<file path="src/rtl/awd_pkg.sv">
package awd_pkg;
  localparam int PA_W        = 36;
  localparam int GRAN_W      = 16;
  localparam int PAGE_W      = PA_W - GRAN_W;
  localparam int WIDE_WIN    = 8;
  localparam int NARROW_BASE = 'h90;

  typedef enum logic [1:0] {
    FLD_CTRL = 2'd0,
    FLD_BASE = 2'd1,
    FLD_RMLO = 2'd2,
    FLD_RMHI = 2'd3
  } fld_e;

  typedef struct packed {
    logic              en;
    logic [3:0]        tgt;
    logic [7:0]        attr;
    logic [15:0]       size_m1;
    logic [PAGE_W-1:0] base;
    logic [PAGE_W-1:0] remap;
  } win_cfg_t;
endpackage

</file>
<file path="src/rtl/awd_regs.sv">
module awd_regs
  import awd_pkg::*;
#(
  parameter int NUM_WIN   = 20,
  parameter int NUM_REMAP = 8,
  parameter int ADDR_W    = 8
) (
  input  logic              clk_i,
  input  logic              rst_ni,
  input  logic              we_i,
  input  logic [ADDR_W-1:0] addr_i,
  input  logic [31:0]       wdata_i,
  output logic [31:0]       rdata_o,
  output win_cfg_t          cfg_o [NUM_WIN]
);
  localparam int IDX_W = (NUM_WIN > 1) ? $clog2(NUM_WIN) : 1;

  int         offs;
  int         dec_win;
  logic       dec_ok;
  fld_e       dec_fld;
  logic [IDX_W-1:0] dec_idx;

  always_comb begin
    offs    = int'(addr_i);
    dec_win = 0;
    dec_fld = FLD_CTRL;
    dec_ok  = 1'b0;
    if (offs < WIDE_WIN * 16) begin
      dec_win = offs >> 4;
      dec_fld = fld_e'(offs[3:2]);
      dec_ok  = (dec_win < NUM_WIN) && ((dec_win < NUM_REMAP) || !dec_fld[1]);
    end else if (offs >= NARROW_BASE) begin
      dec_win = WIDE_WIN + ((offs - NARROW_BASE) >> 3);
      dec_fld = fld_e'({1'b0, offs[2]});
      dec_ok  = dec_win < NUM_WIN;
    end
    dec_idx = IDX_W'(dec_win);
  end

  win_cfg_t cfg_q [NUM_WIN];

  for (genvar i = 0; i < NUM_WIN; i++) begin : g_win
    always_ff @(posedge clk_i or negedge rst_ni) begin
      if (!rst_ni) begin
        cfg_q[i] <= '0;
      end else if (we_i && dec_ok && dec_idx == IDX_W'(i)) begin
        unique case (dec_fld)
          FLD_CTRL: begin
            cfg_q[i].en      <= wdata_i[0];
            cfg_q[i].tgt     <= wdata_i[7:4];
            cfg_q[i].attr    <= wdata_i[15:8];
            cfg_q[i].size_m1 <= wdata_i[31:16];
          end
          FLD_BASE: cfg_q[i].base <= {wdata_i[3:0], wdata_i[31:16]};
          FLD_RMLO: cfg_q[i].remap[15:0] <= wdata_i[31:16];
          FLD_RMHI: cfg_q[i].remap[PAGE_W-1:16] <= wdata_i[3:0];
          default: ;
        endcase
      end
    end
    assign cfg_o[i] = cfg_q[i];
  end

  win_cfg_t sel;
  always_comb begin
    sel     = cfg_q[dec_idx];
    rdata_o = '0;
    if (dec_ok) begin
      unique case (dec_fld)
        FLD_CTRL: rdata_o = {sel.size_m1, sel.attr, sel.tgt, 3'b0, sel.en};
        FLD_BASE: rdata_o = {sel.base[15:0], 12'b0, sel.base[PAGE_W-1:16]};
        FLD_RMLO: rdata_o = {sel.remap[15:0], 16'b0};
        FLD_RMHI: rdata_o = {28'b0, sel.remap[PAGE_W-1:16]};
        default:  rdata_o = '0;
      endcase
    end
  end
endmodule

</file>
<file path="src/rtl/awd_win_match.sv">
module awd_win_match
  import awd_pkg::*;
#(
  parameter int NUM_WIN   = 20,
  parameter int NUM_REMAP = 8
) (
  input  win_cfg_t            cfg_i  [NUM_WIN],
  input  logic [PA_W-1:0]     addr_i,
  output logic [NUM_WIN-1:0]  hit_o,
  output logic [PA_W-1:0]     xlat_o [NUM_WIN]
);
  for (genvar i = 0; i < NUM_WIN; i++) begin : g_cmp
    logic [PA_W:0]   lo, hi, a_ext;
    logic [PA_W-1:0] off_mask;
    // Compare in PA_W+1 bits so a window that ends at the top of the space does not wrap
    assign a_ext    = {1'b0, addr_i};
    assign lo       = {1'b0, cfg_i[i].base, {GRAN_W{1'b0}}};
    assign hi       = lo + {{(PA_W+1-GRAN_W-16){1'b0}}, cfg_i[i].size_m1, {GRAN_W{1'b0}}}
                         + (PA_W+1)'(1 << GRAN_W);
    assign off_mask = {{(PAGE_W-16){1'b0}}, cfg_i[i].size_m1, {GRAN_W{1'b1}}};
    assign hit_o[i] = cfg_i[i].en && (a_ext >= lo) && (a_ext < hi);
    if (i < NUM_REMAP) begin : g_remap
      assign xlat_o[i] = {cfg_i[i].remap, {GRAN_W{1'b0}}} | (addr_i & off_mask);
    end else begin : g_pass
      assign xlat_o[i] = addr_i;
    end
  end
endmodule

</file>
<file path="src/rtl/awd_prio_pick.sv">
module awd_prio_pick
  import awd_pkg::*;
#(
  parameter int NUM_WIN = 20
) (
  input  logic [NUM_WIN-1:0] hit_i,
  input  logic [PA_W-1:0]    xlat_i [NUM_WIN],
  input  win_cfg_t           cfg_i  [NUM_WIN],
  output logic               hit_o,
  output logic [3:0]         tgt_o,
  output logic [7:0]         attr_o,
  output logic [PA_W-1:0]    addr_o
);
  // Walk from the top down so the lowest matching index is applied last
  always_comb begin
    hit_o  = 1'b0;
    tgt_o  = '0;
    attr_o = '0;
    addr_o = '0;
    for (int i = NUM_WIN - 1; i >= 0; i--) begin
      if (hit_i[i]) begin
        hit_o  = 1'b1;
        tgt_o  = cfg_i[i].tgt;
        attr_o = cfg_i[i].attr;
        addr_o = xlat_i[i];
      end
    end
  end
endmodule

</file>
<file path="src/rtl/addr_win_decoder.sv">
module addr_win_decoder
  import awd_pkg::*;
#(
  parameter int NUM_WIN   = 20,
  parameter int NUM_REMAP = 8,
  localparam int LAST_OFF = (NUM_WIN > WIDE_WIN) ? NARROW_BASE + (NUM_WIN - WIDE_WIN) * 8
                                                 : NUM_WIN * 16,
  localparam int ADDR_W   = $clog2(LAST_OFF)
) (
  input  logic              clk_i,
  input  logic              rst_ni,
  input  logic              reg_we_i,
  input  logic [ADDR_W-1:0] reg_addr_i,
  input  logic [31:0]       reg_wdata_i,
  output logic [31:0]       reg_rdata_o,
  input  logic              lk_valid_i,
  input  logic [35:0]       lk_addr_i,
  output logic              lk_valid_o,
  output logic              lk_hit_o,
  output logic [3:0]        lk_target_o,
  output logic [7:0]        lk_attr_o,
  output logic [35:0]       lk_addr_o
);
  win_cfg_t             cfg [NUM_WIN];
  logic [NUM_WIN-1:0]   hit_vec;
  logic [PA_W-1:0]      xlat [NUM_WIN];
  logic                 pick_hit;
  logic [3:0]           pick_tgt;
  logic [7:0]           pick_attr;
  logic [PA_W-1:0]      pick_addr;

  awd_regs #(.NUM_WIN(NUM_WIN), .NUM_REMAP(NUM_REMAP), .ADDR_W(ADDR_W)) u_regs (
    .clk_i   (clk_i),
    .rst_ni  (rst_ni),
    .we_i    (reg_we_i),
    .addr_i  (reg_addr_i),
    .wdata_i (reg_wdata_i),
    .rdata_o (reg_rdata_o),
    .cfg_o   (cfg)
  );

  awd_win_match #(.NUM_WIN(NUM_WIN), .NUM_REMAP(NUM_REMAP)) u_match (
    .cfg_i  (cfg),
    .addr_i (lk_addr_i),
    .hit_o  (hit_vec),
    .xlat_o (xlat)
  );

  awd_prio_pick #(.NUM_WIN(NUM_WIN)) u_pick (
    .hit_i  (hit_vec),
    .xlat_i (xlat),
    .cfg_i  (cfg),
    .hit_o  (pick_hit),
    .tgt_o  (pick_tgt),
    .attr_o (pick_attr),
    .addr_o (pick_addr)
  );

  always_ff @(posedge clk_i or negedge rst_ni) begin
    if (!rst_ni) begin
      lk_valid_o  <= 1'b0;
      lk_hit_o    <= 1'b0;
      lk_target_o <= '0;
      lk_attr_o   <= '0;
      lk_addr_o   <= '0;
    end else begin
      lk_valid_o <= lk_valid_i;
      if (lk_valid_i) begin
        lk_hit_o    <= pick_hit;
        lk_target_o <= pick_tgt;
        lk_attr_o   <= pick_attr;
        lk_addr_o   <= pick_addr;
      end
    end
  end
endmodule

</file>
<file path="config.mk">
export PLATFORM = sky130hd
export DESIGN_NAME = addr_win_decoder
export DESIGN_NICKNAME = d
export VERILOG_FILES = /design/src/rtl/awd_pkg.sv /design/src/rtl/awd_regs.sv /design/src/rtl/awd_win_match.sv /design/src/rtl/awd_prio_pick.sv /design/src/rtl/addr_win_decoder.sv
export SDC_FILE = /design/constraint.sdc
export NUM_CORES = 2
export LEC_CHECK = 0
export ABC_CLOCK_PERIOD_IN_PS = 9500
export BUFFER_PORTS_ARGS = -buffer_cell sky130_fd_sc_hd__buf_4
export CORE_MARGIN = 1
export CORE_UTILIZATION = 50
export CTS_BUF_LIST = sky130_fd_sc_hd__clkbuf_4 sky130_fd_sc_hd__clkbuf_8
export DETAILED_ROUTE_END_ITERATION = 10
export PLACE_DENSITY = 0.66
export SLEW_MARGIN = 10
export SYNTH_ARGS = -nofsm -noshare
export SYNTH_HDL_FRONTEND = slang
export SYNTH_HIERARCHICAL = 1
export SYNTH_SLANG_ARGS = --single-unit
</file>
<file path="constraint.sdc">
create_clock -name clk_i -period 9.5 [get_ports clk_i]
set_input_delay 1.425 -clock clk_i [delete_from_list [all_inputs] [get_ports clk_i]]
set_output_delay 1.425 -clock clk_i [all_outputs]
set_load 0.01 [all_outputs]
</file>
* Yosys cells after proc, flatten, opt, wreduce, memory -nomap -nowiden
Cells that the tools add are included.
** Cells by class
- Equality and inequality tests :: 22
- Reduce and logical (&&, ||, !) cells :: 146
- Bitwise logic cells :: 17
- Add/subtract/negate cells :: 42
- Muxes and demuxes :: 91
- $lt $le $gt $ge :: 46
** Operators with widths (count)
- adder 36 x 32 -> 37 bit :: 20
- adder 37 x 17 -> 37 bit, second input constant :: 20
- < comparator 36 x 37 -> 1 bit :: 20
- greater-or-equal comparator 36 bit :: 20
- 2-to-1 mux 36 bit :: 20
- binary-select mux 69 bit (select 5 bit) :: 1
- AND 36 x 32 -> 36 bit :: 8
- OR 36 bit :: 8
- 2-to-1 mux 8 bit :: 20
- AND reduction 2 bit :: 80
- 2-to-1 mux 69 bit :: 2
- one-hot mux 32 bit (4 select lines) :: 1
- 2-to-1 mux 4 bit :: 20
- logical AND 1 bit :: 62
- equality test 5 x 4 -> 1 bit, second input constant :: 8
- 2-to-1 mux 32 bit :: 1
- adder 4 x 29 -> 30 bit, first input constant :: 1
- < comparator 30 x 5 -> 1 bit, second input constant :: 1
- 2-to-1 mux 1 bit :: 23
- equality test 5 x 3 -> 1 bit, second input constant :: 4
- equality test 5 bit, second input constant :: 4
- equality test 5 x 2 -> 1 bit, second input constant :: 2
- 2-to-1 mux 5 bit :: 2
- subtractor 8 x 8 -> 9 bit, second input constant :: 1
- other kinds (14) :: 15
** Word-level totals
- Word-level logic and storage cells :: 509
- Register bits after elaboration :: 1430
- Input port bits :: 80

* Longest topological paths before layout
- Depth after elaboration :: 24
- Mapped depth :: 31
- Mapped depth without buffers :: 28

* Modules after synthesis
The synthesis kept the hierarchy.
** By module, submodules not included
- awd_regs :: area an instance 61174.9 um^2, cells an instance 5096, seq. area each 34533.1 um^2, instances 1
- awd_win_match :: area an instance 42908.7 um^2, cells an instance 5445, seq. area each 0.0 um^2, instances 1
- awd_prio_pick :: area an instance 7627.3 um^2, cells an instance 1176, seq. area each 0.0 um^2, instances 1
- addr_win_decoder :: area an instance 1889.3 um^2, cells an instance 104, seq. area each 1251.2 um^2, instances 1

* Worst setup path before layout
No wires, ideal clock.
- Path kind :: input to output
- From :: input port reg_addr_i[4]
- To :: output port reg_rdata_o[1]
- Buffers on the path :: 3
- Required time :: 8.075 ns
- Path slack :: 3.701 ns
- Data arrival time :: 4.374 ns
- Cell stages on the path :: 14
- Cells stage by stage :: buf_2 > inv_1 > ha_1 > nand2b_1 > nand2_1 > ha_1 > inv_1 > ha_1 > or4b_1 > nor3b_1 > a31oi_1 > clkbuf_1 > clkbuf_1 > a311oi_1
** Between the ends
- Longest elaborated chain between the ends :: 10
- Elaborated cells on any way between the ends :: 25
** Ends and longest elaborated chain
- start: declaration :: line addr_win_decoder.sv:13 : input logic [ADDR_W-1:0] reg_addr_i,
- subtractor 8 x 8 -> 9 bit :: line awd_regs.sv:34 : dec_win = WIDE_WIN + ((offs - NARROW_BASE) >> 3);
- adder 4 x 29 -> 30 bit :: line awd_regs.sv:34
- 2-to-1 mux 5 bit :: line awd_regs.sv:33 : end else if (offs >= NARROW_BASE) begin
- 2-to-1 mux 5 bit :: line awd_regs.sv:29 : if (offs < WIDE_WIN * 16) begin
- NOT 5 -> 6 bit (implied by the code) :: line awd_regs.sv:67 : sel = cfg_q[dec_idx];
- binary-select mux 69 bit (select 5 bit) :: line awd_regs.sv:67
- 2-to-1 mux 69 bit (implied by the code) (2 in series) :: line awd_regs.sv:67
- one-hot mux 32 bit (4 select lines) :: line awd_regs.sv:70 : unique case (dec_fld)
- 2-to-1 mux 32 bit * :: line awd_regs.sv:69 : if (dec_ok) begin
- end: declaration :: line addr_win_decoder.sv:15 : output logic [31:0] reg_rdata_o,
Mark *: on every way between the ends. The rest lies on a longest branch, timed or not. The select of a mux whose other input is x is not followed.

* Final worst setup path
- From :: input port reg_addr_i[6]
- To :: output port reg_rdata_o[29]
The elaborated chain is that of the path after synthesis.

==> flow_metrics.tcl <==
set metrics [dict create \
    status "complete, but fails checks" \
    violations "capacitance limit" \
    max_freq_mhz 129 \
    place.gp.congestion 1.04 \
    drt-initial-drc-count 12500 \
    hpwl_um 326000 \
    power_frac_clock_pct 30.1 \
    post_cts_buffers 0 \
    min_period_ns 7.77 \
    cp_max_fo 50 \
    antenna_left 0 \
    p_leak_nw 54.0 \
    grt_max_degree 165 \
    nFillCells 19400 \
    cts_resized 0 \
    hold_viol_final 0 \
    holdCritPathClass "primary input to asynchronous set/reset pin" \
    viasPerCell 6.95 \
    synth_nets 12900 \
    port_buffers 161 \
    h-tree-depth 4 \
    routed_wl_um 468000 \
    multi_input_area_um2 67600 \
    die_area_um2 217000 \
    register_area_um2 30400 \
    clkSlewWorstSetupHoldPaths_ns 0.07 \
    critPathKind "primary input to output port" \
    vias 95500 \
    ys_warn_count 6 \
    grt_use_total_pct 41.9 \
    dp_slack_ns 2.05 \
    synth_cells 11400 \
    power_switching_mw 7.72 \
    area_growth_pct 4.28 \
    root_buffer "clkbuf_8" \
    seqPwrFrac_pct 34.8 \
    cts_hold_buf 0 \
    syn_area_per_cell_um2 9.43 \
    tightest_slew_ns 1.46 \
    drive_above_1_share_pct 20.3 \
    p_int_mw 11.7 \
    drt-pass1-iter-count 9 \
    maxCapViolations 1 \
    rsz0062_at_grt "false" \
    num-nets-final 12300 \
    period_share_pct 81.8 \
    ir_drop_mv 0.153 \
    ff2ff_setup_slack_ns 1.73 \
    sw_frac_of_total_pct 39.7 \
    pin_count 162 \
    drc 0 \
    p_comb_share_pct 35.0 \
    initial_core_util_pct 50.5 \
    drt-wirelength-per-cell_um 34.0 \
    startpoint_type "primary input" \
    die_x_um 465 \
    grt_pass1_vias 91200 \
    setup-violations-final 0 \
    clkLatencyLatePin_ns 1.06 \
    antenna_found_initial 69 \
    timing.slew.headroom_pct 0.263 \
    cp.arrival_ns 6.35 \
    fin_skew_ns 0.0837 \
    finalMaxSlewViolations 0 \
    coreArea_um2 213000 \
    synthesis.area_um2 107000 \
    grt_pass1_wl_um 659000 \
    endpoint_kind "output port" \
    clk_path_buf_depth 3 \
    cp.required_ns 8.08 \
    fin_tns_setup_ns 0 \
    core.rowCount 169 \
    cts_tree "done" \
    holdWs_ns 0.352 \
    die_y_um 465 \
    grt.overflow.total 0 \
    power_density_nw_per_um2 174 \
    numCtsBuffers 225 \
    clock-sinks 1214 \
    fin_ws_ns 1.73 \
]
## cells in the final DEF, fill, tap and decap left out, types with 66 or more instances in the layout
cell / instances
clkbuf_8: 290
nor2_1: 317
o22ai_1: 128
a211oi_1: 93
nand3_1: 414
mux2_2: 1171
nor3_1: 102
and3_1: 135
xor2_1: 135
a221oi_1: 170
nand2b_1: 81
nand2_1: 948
buf_4: 343
o221ai_1: 92
o211ai_1: 66
a21o_1: 371
inv_1: 596
nor2b_1: 109
a31oi_1: 108
o21a_1: 105
o21ai_0: 367
nand4_1: 131
a21oi_1: 635
a2111oi_0: 72
xnor2_1: 176
ha_1: 1447
clkbuf_4: 70
dfrtp_1: 1214
## area by class of cell
class                   count  area share (%)
diodes                     34          0.0760
clock buffers             360            4.03
clock inverters            52           0.520
inverters                 602            2.02
multi-input cells        8298            60.4
flip-flops and latches   1214            27.1
well taps                2821            3.15
repair buffers            365            2.66
## registers in the layout, indices dropped and copies added (netlist names)
name	cells
lk_addr_o	36
lk_attr_o	8
lk_hit_o	1
lk_target_o	4
lk_valid_o	1
u_regs/cfg_o	1164
## worst paths after layout
check / start / endpoint / depth (start not counted)
max in group asynchronous: rst_ni / u_regs/cfg_o[862] / 3
min in group clk_i: u_regs/cfg_o[287] / u_regs/cfg_o[287] / 0
setup reg to reg: u_regs/cfg_o[1351] / lk_addr_o[24] / 26
hold / removal: rst_ni / u_regs/cfg_o[302] / 1
hold reg to reg: u_regs/cfg_o[287] / u_regs/cfg_o[287] / 0
setup / recovery: reg_addr_i[6] / reg_rdata_o[29] / 10
## power by group through the flow
stage	logic [mW]	clock network, mW	registers [mW]
6_report	6.81	5.85	6.77
3_3_place_gp	6.38	0	6.77
2_1_floorplan	4.43	0	6.30
5_1_grt	7.29	6.09	6.79
4_1_cts	6.57	5.86	6.71
3_5_place_dp	6.53	0	6.80
## metal layers
metal / wire length, um / up-vias / share of wire, % / track usage (%)
li1: - / 40100 / - / -
met1: 180000 / 47200 / 38 / 53.8
met2: 193000 / 6537 / 41 / 60.4
met3: 56200 / 1623 / 12 / 11.8
met4: 38100 / 40 / 8.1 / 30.1
met5: 276 / - / 0.059 / 0
## critical path, cell delays in order
cell and delay [ns]:
buf_4 0.19, or3_4 0.68, nand2_8 0.59, buf_12 0.43, a2111oi_0 1.19, o21ai_1 0.61
o2111a_1 0.43, a211oi_1 0.33, a2111oi_2 0.15, buf_4 0.22
## stage by stage
step	power [mW]	utilization, %	cells	cell area [um2]
6_report	19.4	52.6	13700	112000
3_5_place_dp	13.3	50.2	13300	107000
5_1_grt	20.2	52.6	13700	112000
4_1_cts	19.1	52.6	13700	112000
3_3_place_gp	13.2	50.2	13300	107000
2_1_floorplan	10.7	-	11400	107000
Power figures use the tool's default switching activity.
